**config.mk**
```make
export PLATFORM = sky130hd
export DESIGN_NAME = mdio_mgmt_slave
export DESIGN_NICKNAME = d
export VERILOG_FILES = /design/src/rtl/mdio_pkg.sv /design/src/rtl/mdio_edge_sense.sv /design/src/rtl/mdio_reg_array.sv /design/src/rtl/mdio_frame_ctrl.sv /design/src/rtl/mdio_mgmt_slave.sv
export SDC_FILE = /design/constraint.sdc
export NUM_CORES = 1
export LEC_CHECK = 0
export BUFFER_PORTS_ARGS = -buffer_cell sky130_fd_sc_hd__buf_2
export CAP_MARGIN = 20
export CORE_MARGIN = 8
export CORE_UTILIZATION = 65
export CTS_BUF_LIST = sky130_fd_sc_hd__clkbuf_4
export DETAILED_ROUTE_END_ITERATION = 12
export GPL_TIMING_DRIVEN = 0
export PLACE_DENSITY_LB_ADDON = 0.12
export SLEW_MARGIN = 20
export SYNTH_ARGS = -nofsm -noshare
export SYNTH_HDL_FRONTEND = slang
export SYNTH_SLANG_ARGS = --single-unit
export TNS_END_PERCENT = 10
```
**constraint.sdc**
```tcl
create_clock -name clk -period 5.1 [get_ports clk]
set_input_delay 0.255 -clock clk [delete_from_list [all_inputs] [get_ports clk]]
set_output_delay 0.255 -clock clk [all_outputs]
set_load 0.02 [all_outputs]
```
**src/rtl/mdio_pkg.sv**
```systemverilog
package mdio_pkg;

    localparam int WIN_W    = 32;
    localparam int DATA_W   = 16;
    localparam int ADDR_W   = 5;
    localparam int OP_W     = 2;
    localparam int REG_NUM  = 1 << ADDR_W;
    localparam int HDR_W    = OP_W + 2 * ADDR_W;
    localparam int HDR_LSB  = 2;
    localparam int TAIL_W   = DATA_W + 1;

    localparam logic [WIN_W-1:0] WIN_ONES  = '1;
    localparam logic [WIN_W-1:0] START_WIN = 32'hFFFF_FFFD;
    localparam logic [WIN_W-1:0] HDR_MASK  = 32'hFFFF_C000;
    localparam logic [WIN_W-1:0] HDR_MATCH = 32'hFFFF_4000;

    localparam logic [OP_W-1:0] OP_WR = 2'b01;
    localparam logic [OP_W-1:0] OP_RD = 2'b10;

    typedef enum logic [2:0] {
        ST_WAIT_IDLE,
        ST_IDLE,
        ST_GOT_START,
        ST_READ,
        ST_WRITE
    } frame_state_e;

    typedef struct packed {
        logic [OP_W-1:0]   op;
        logic [ADDR_W-1:0] phy;
        logic [ADDR_W-1:0] addr;
    } frame_hdr_t;

    function automatic frame_hdr_t hdr_unpack(input logic [HDR_W-1:0] bits);
        frame_hdr_t h;
        h = bits;
        return h;
    endfunction

    function automatic logic [DATA_W-1:0] reg_reset_value(input int unsigned idx);
        case (idx)
            0:       return 16'h3000;
            1:       return 16'h782D;
            4:       return 16'h05E1;
            default: return '0;
        endcase
    endfunction

endpackage

```
**src/rtl/mdio_edge_sense.sv**
```systemverilog
module mdio_edge_sense (
    input  logic clk,
    input  logic rst,
    input  logic line_i,
    output logic rise_o
);
    logic line_q;

    always_ff @(posedge clk) begin
        if (rst) line_q <= 1'b0;
        else     line_q <= line_i;
    end

    assign rise_o = line_i & ~line_q;

    AST_NO_BACK_TO_BACK_RISE: assert property (@(posedge clk) disable iff (rst)
        rise_o |=> !rise_o);

endmodule

```
**src/rtl/mdio_reg_array.sv**
```systemverilog
module mdio_reg_array
    import mdio_pkg::*;
(
    input  logic              clk,
    input  logic              rst,
    input  logic              wr_en_i,
    input  logic [ADDR_W-1:0] wr_addr_i,
    input  logic [DATA_W-1:0] wr_data_i,
    input  logic [ADDR_W-1:0] rd_addr_i,
    output logic [DATA_W-1:0] rd_data_o
);
    logic [DATA_W-1:0] mem [REG_NUM];

    always_ff @(posedge clk) begin
        for (int i = 0; i < REG_NUM; i++) begin
            if (rst)
                mem[i] <= reg_reset_value(i);
            else if (wr_en_i && (wr_addr_i == ADDR_W'(i)))
                mem[i] <= wr_data_i;
        end
    end

    assign rd_data_o = mem[rd_addr_i];

    AST_WRITE_LANDS: assert property (@(posedge clk) disable iff (rst)
        wr_en_i |=> mem[$past(wr_addr_i)] == $past(wr_data_i));

endmodule

```
**src/rtl/mdio_frame_ctrl.sv**
```systemverilog
module mdio_frame_ctrl
    import mdio_pkg::*;
#(
    parameter logic [ADDR_W-1:0] PHY_ADDR = '0
) (
    input  logic              clk,
    input  logic              rst,
    input  logic              rise_i,
    input  logic              bit_i,
    input  logic [DATA_W-1:0] rd_data_i,
    output logic [ADDR_W-1:0] rd_addr_o,
    output logic              wr_en_o,
    output logic [ADDR_W-1:0] wr_addr_o,
    output logic [DATA_W-1:0] wr_data_o,
    output logic              din_o
);
    frame_state_e      state_q, state_d;
    logic [WIN_W-1:0]  win_q, win_d, win_nx, win_rd;
    logic [ADDR_W-1:0] reg_q, reg_d;
    logic              din_q, din_d;
    frame_hdr_t        hdr;

    assign win_nx    = {win_q[WIN_W-2:0], bit_i};
    assign win_rd    = {win_q[WIN_W-2:0], 1'b1};
    assign hdr       = hdr_unpack(win_nx[HDR_LSB +: HDR_W]);
    assign rd_addr_o = hdr.addr;
    assign wr_addr_o = reg_q;
    assign wr_data_o = win_nx[DATA_W-1:0];
    assign din_o     = din_q;

    always_comb begin
        state_d = state_q;
        win_d   = win_q;
        reg_d   = reg_q;
        din_d   = din_q;
        wr_en_o = 1'b0;
        if (rise_i) begin
            win_d = win_nx;
            din_d = 1'b1;
            case (state_q)
                ST_WAIT_IDLE: if (win_nx == WIN_ONES)  state_d = ST_IDLE;
                ST_IDLE:      if (win_nx == START_WIN) state_d = ST_GOT_START;
                ST_GOT_START: begin
                    if ((win_nx & HDR_MASK) == HDR_MATCH) begin
                        reg_d = hdr.addr;
                        if (hdr.phy != PHY_ADDR) begin
                            state_d = ST_WAIT_IDLE;
                        end else if (hdr.op == OP_WR) begin
                            state_d = ST_WRITE;
                        end else if (hdr.op == OP_RD) begin
                            win_d   = {{(WIN_W-DATA_W){1'b0}}, rd_data_i};
                            din_d   = 1'b0;
                            state_d = ST_READ;
                        end else begin
                            state_d = ST_WAIT_IDLE;
                        end
                    end
                end
                ST_WRITE: begin
                    if (win_nx[WIN_W-1 -: 2] == 2'b01) begin
                        wr_en_o = 1'b1;
                        state_d = ST_WAIT_IDLE;
                    end
                end
                ST_READ: begin
                    win_d = win_rd;
                    if (&win_rd[TAIL_W-1:0]) begin
                        state_d = ST_WAIT_IDLE;
                    end else begin
                        din_d = win_rd[DATA_W];
                    end
                end
                default: state_d = ST_WAIT_IDLE;
            endcase
        end
    end

    always_ff @(posedge clk) begin
        if (rst) begin
            state_q <= ST_WAIT_IDLE;
            win_q   <= '0;
            reg_q   <= '0;
            din_q   <= 1'b1;
        end else begin
            state_q <= state_d;
            win_q   <= win_d;
            reg_q   <= reg_d;
            din_q   <= din_d;
        end
    end

    AST_DIN_RELEASED: assert property (@(posedge clk) disable iff (rst)
        (state_q != ST_READ) |-> din_q);
    AST_HOLD_WITHOUT_RISE: assert property (@(posedge clk) disable iff (rst)
        !rise_i |=> $stable(win_q) && $stable(state_q));
    AST_IDLE_NEEDS_ONES: assert property (@(posedge clk) disable iff (rst)
        (state_q == ST_IDLE && $past(state_q) == ST_WAIT_IDLE) |-> win_q == WIN_ONES);
    AST_START_PATTERN: assert property (@(posedge clk) disable iff (rst)
        (state_q == ST_GOT_START && $past(state_q) == ST_IDLE) |-> win_q == START_WIN);
    AST_WRITE_HDR_OK: assert property (@(posedge clk) disable iff (rst)
        (state_q == ST_WRITE && $past(state_q) == ST_GOT_START)
            |-> (win_q[11:7] == PHY_ADDR && win_q[13:12] == OP_WR));
    AST_TURNAROUND_LOW: assert property (@(posedge clk) disable iff (rst)
        (state_q == ST_READ && $past(state_q) == ST_GOT_START) |-> !din_q);
    AST_WRITE_ONLY_IN_WRITE: assert property (@(posedge clk) disable iff (rst)
        wr_en_o |-> state_q == ST_WRITE);

endmodule

```
**src/rtl/mdio_mgmt_slave.sv**
```systemverilog
module mdio_mgmt_slave
    import mdio_pkg::*;
#(
    parameter logic [ADDR_W-1:0] PHY_ADDR = '0
) (
    input  logic clk,
    input  logic rst,
    input  logic mgmt_clk_i,
    input  logic mgmt_dout_i,
    input  logic mgmt_oe_i,
    output logic mgmt_din_o
);
    logic              rise;
    logic              wr_en;
    logic [ADDR_W-1:0] wr_addr, rd_addr;
    logic [DATA_W-1:0] wr_data, rd_data;
    logic              unused_oe;

    // the enable level plays no part in framing
    assign unused_oe = mgmt_oe_i;

    mdio_edge_sense u_edge (
        .clk    (clk),
        .rst    (rst),
        .line_i (mgmt_clk_i),
        .rise_o (rise)
    );

    mdio_frame_ctrl #(.PHY_ADDR(PHY_ADDR)) u_ctrl (
        .clk       (clk),
        .rst       (rst),
        .rise_i    (rise),
        .bit_i     (mgmt_dout_i),
        .rd_data_i (rd_data),
        .rd_addr_o (rd_addr),
        .wr_en_o   (wr_en),
        .wr_addr_o (wr_addr),
        .wr_data_o (wr_data),
        .din_o     (mgmt_din_o)
    );

    mdio_reg_array u_regs (
        .clk       (clk),
        .rst       (rst),
        .wr_en_i   (wr_en),
        .wr_addr_i (wr_addr),
        .wr_data_i (wr_data),
        .rd_addr_i (rd_addr),
        .rd_data_o (rd_data)
    );

endmodule

```
==> impl_metrics.tcl <==
set metrics [dict create \
    outcome "finished, final reports clean" \
    critPathKind "reg2reg" \
    insertion_delay_ps 910 \
    synth_cell_types 73 \
    async_flop_share 0 \
    synth_warnings 0 \
    ant_nets 0 \
    vdd_ir_drop_max_v 0.000311 \
    power_mw 10.2 \
    dp_slack_ps 1650 \
    initial_core_util 0.653 \
    timing.final.ws_setup_ps 1370 \
    clockBufferDepth 3 \
    htree_levels 4 \
    core-area_um2 40600 \
    cts_buffers 144 \
    grt_max_degree 17 \
    post-route-util 0.736 \
    rsz0062_at_grt "false" \
    drt_pass1_iterations 8 \
    syn_nets 1891 \
    post_cts_resized 0 \
    hold_class "in2reg" \
    clkSinkCount 558 \
    gp_congestion 1.00 \
    port_buffers 4 \
    power_frac_seq 0.515 \
    rows 74 \
    drv_slew 0 \
    maxSlewHeadroom 0.108 \
    fin_hold_ws_ps 170 \
    worst_setup_path_end_kind "register" \
    tns_ps 0 \
    die_w_um 218 \
    hold_violations 0 \
    synthFlopType "edfxtp_1" \
    p_sw_mw 2.63 \
    finalSetupViolCount 0 \
    fmax_mhz 268 \
    grt_pass1_wl_mm 126 \
    synth-seq-cells 558 \
    antenna_found_initial 3 \
    final_nets 2075 \
    cp.required_ps 5870 \
    p_comb_frac 0.103 \
    clk_pin_slew_ps 60 \
    instances_no_fill 2698 \
    p_int_mw 7.59 \
    hold_end "u_edge.line_q" \
    power_density_nw_per_um2 342 \
    die-area_um2 47500 \
    rr_worst_depth 7 \
    syn_inst 1886 \
    synth_edf_count 512 \
    num_vias 18500 \
    postCtsSetupBuffers 0 \
    syn_to_final_growth_pct 12.6 \
    power.leakage_nw 9.92 \
    hp-start "mgmt_clk_i" \
    ios 6 \
    grt_pass1_vias 18500 \
    critPathLaunchType "register" \
    place_inst 2452 \
    post-route-period-util 0.732 \
    path_max_fanout 10 \
    cts-root-buf "clkbuf_4" \
    drc 0 \
    period_minus_slack_ps 3730 \
    wirelength_mm 88.1 \
    whs_path_depth 3 \
    ctsHoldBuffers 3 \
    viasPerCell 6.87 \
    placed_cell_area_um2 28000 \
    drive_above_1_share 0.283 \
    worstMarginPinSlew_ps 1340 \
    pwr-share-clk 0.382 \
    ys_seq_area_frac 0.615 \
    reg2reg_slack_ps 1370 \
    grt_use_total 0.375 \
    r2r-end "u_ctrl.win_q[12]" \
    wl_per_cell_um 32.6 \
    avgSynthCellArea_um2 14.1 \
    clock_skew_ps 56.6 \
    die_y_um 218 \
    hpwl_mm 60.9 \
    max-cap-violations 0 \
    arrival_ps 4510 \
    swShare 0.257 \
    syn-cell-area_um2 26500 \
    cts_tree "built" \
    grt_overflow 0 \
    drt_iter0_drc 3090 \
    design_area_um2 29900 \
]
## Yosys cell counts, types with 11 or more instances
cell type | n | area [um2]
mux2_2 | 18 | 203
buf_4 | 18 | 135
nand3_1 | 30 | 150
a21oi_1 | 21 | 105
a31oi_1 | 19 | 119
buf_6 | 13 | 146
buf_1 | 16 | 60.1
a22oi_1 | 13 | 97.6
nor2b_1 | 20 | 125
nand2_1 | 44 | 165
nand4_1 | 17 | 106
edfxtp_1 | 512 | 15400
nor3_2 | 110 | 1100
buf_2 | 41 | 205
nor2_1 | 80 | 300
nor3_1 | 27 | 135
and2_1 | 388 | 2430
mux2i_1 | 52 | 521
clkbuf_1 | 108 | 405
o22ai_1 | 11 | 68.8
mux4_2 | 104 | 2340
or3_1 | 17 | 106
dfxtp_1 | 46 | 921
o21ai_0 | 46 | 230
## how the worst max path moves through the flow
| stage | cells after the start | slack [ps] | from | to |
|---|---|---|---|---|
| 6_report | 7 | 1370 | register | u_ctrl.win_q[12] |
| 5_1_grt | 7 | 1470 | register | u_ctrl.win_q[12] |
| 4_1_cts | 7 | 1640 | register | register |
| 3_5_place_dp | 7 | 1650 | register | u_ctrl.win_q[5] |
| 3_3_place_gp | 4 | 190 | u_ctrl.wr_addr_o[2] | u_regs.mem[4][6] |
| 2_1_floorplan | 4 | 2400 | u_ctrl.wr_addr_o[2] | u_regs.mem[20][0] |
## critical path: stages (launching register included)
cell      delay, ps
dfxtp_1         300
clkbuf_1        310
buf_2           430
buf_6           330
clkbuf_1        990
mux2i_1         730
nand3_1         220
a31o_1          270
## final cells by class
cell class | instances | area [um2]
flip-flops and latches | 558 | 16300
fillers | 2677 | 10700
well taps | 532 | 666
clock inverters | 26 | 185
plain buffers | 197 | 960
clock buffers | 214 | 1610
diodes | 2 | 5.00
multi-input cells | 1122 | 9460
inverters | 9 | 33.8
repair buffers | 38 | 644
## logic make-up (layout without fill, tap and decap cells)
group	count (synthesis)	in the layout	share of synthesized area
AOI/OAI and AO/OA	173	173	0.0439
xor gates and xnor gates	1	1	0.000331
buffers and inverters	206	484	0.0374
DFF	558	558	0.615
muxes	175	175	0.116
other	0	2	0
and+or+nand+nor	773	773	0.187
## power groups by stage
stage	Sequential (mW)	Combinational, mW	Clock, mW
2_1_floorplan	5.33	0.544	0
3_3_place_gp	5.36	0.928	0
3_5_place_dp	5.36	1.00	0
4_1_cts	5.26	1.01	3.90
5_1_grt	5.28	1.06	4.13
6_report	5.26	1.05	3.90
## sequential cells by signal, indices dropped and copies added, names as in the netlist, named ones only
register and flops:
u_regs.mem 512, u_ctrl.wr_addr_o 5, u_ctrl.din_o 1, u_edge.line_q 1, u_ctrl.state_q 3, u_ctrl.win_q 31
## routing by layer
metal  vias to the layer above  part of all wire  GRT usage
met4                         2             0.069      0.241
met3                       361              0.14      0.122
met5                         -           0.00015          0
li1                       7476                 -          -
met2                      1593              0.44      0.544
met1                      9093              0.35      0.485
## placed cells by master, fill, tap and decap left out, drive strengths merged, types with 18 or more instances in the layout
cell	n
clkbuf	323
mux2	19
a31oi	19
nor3	137
nor2	81
dfxtp	46
mux4	104
a21oi	21
nand2	44
edfxtp	512
nand3	31
and2	388
nand4	18
o21ai	48
mux2i	52
nor2b	20
buf	123
Power figures use the tool's default switching activity.
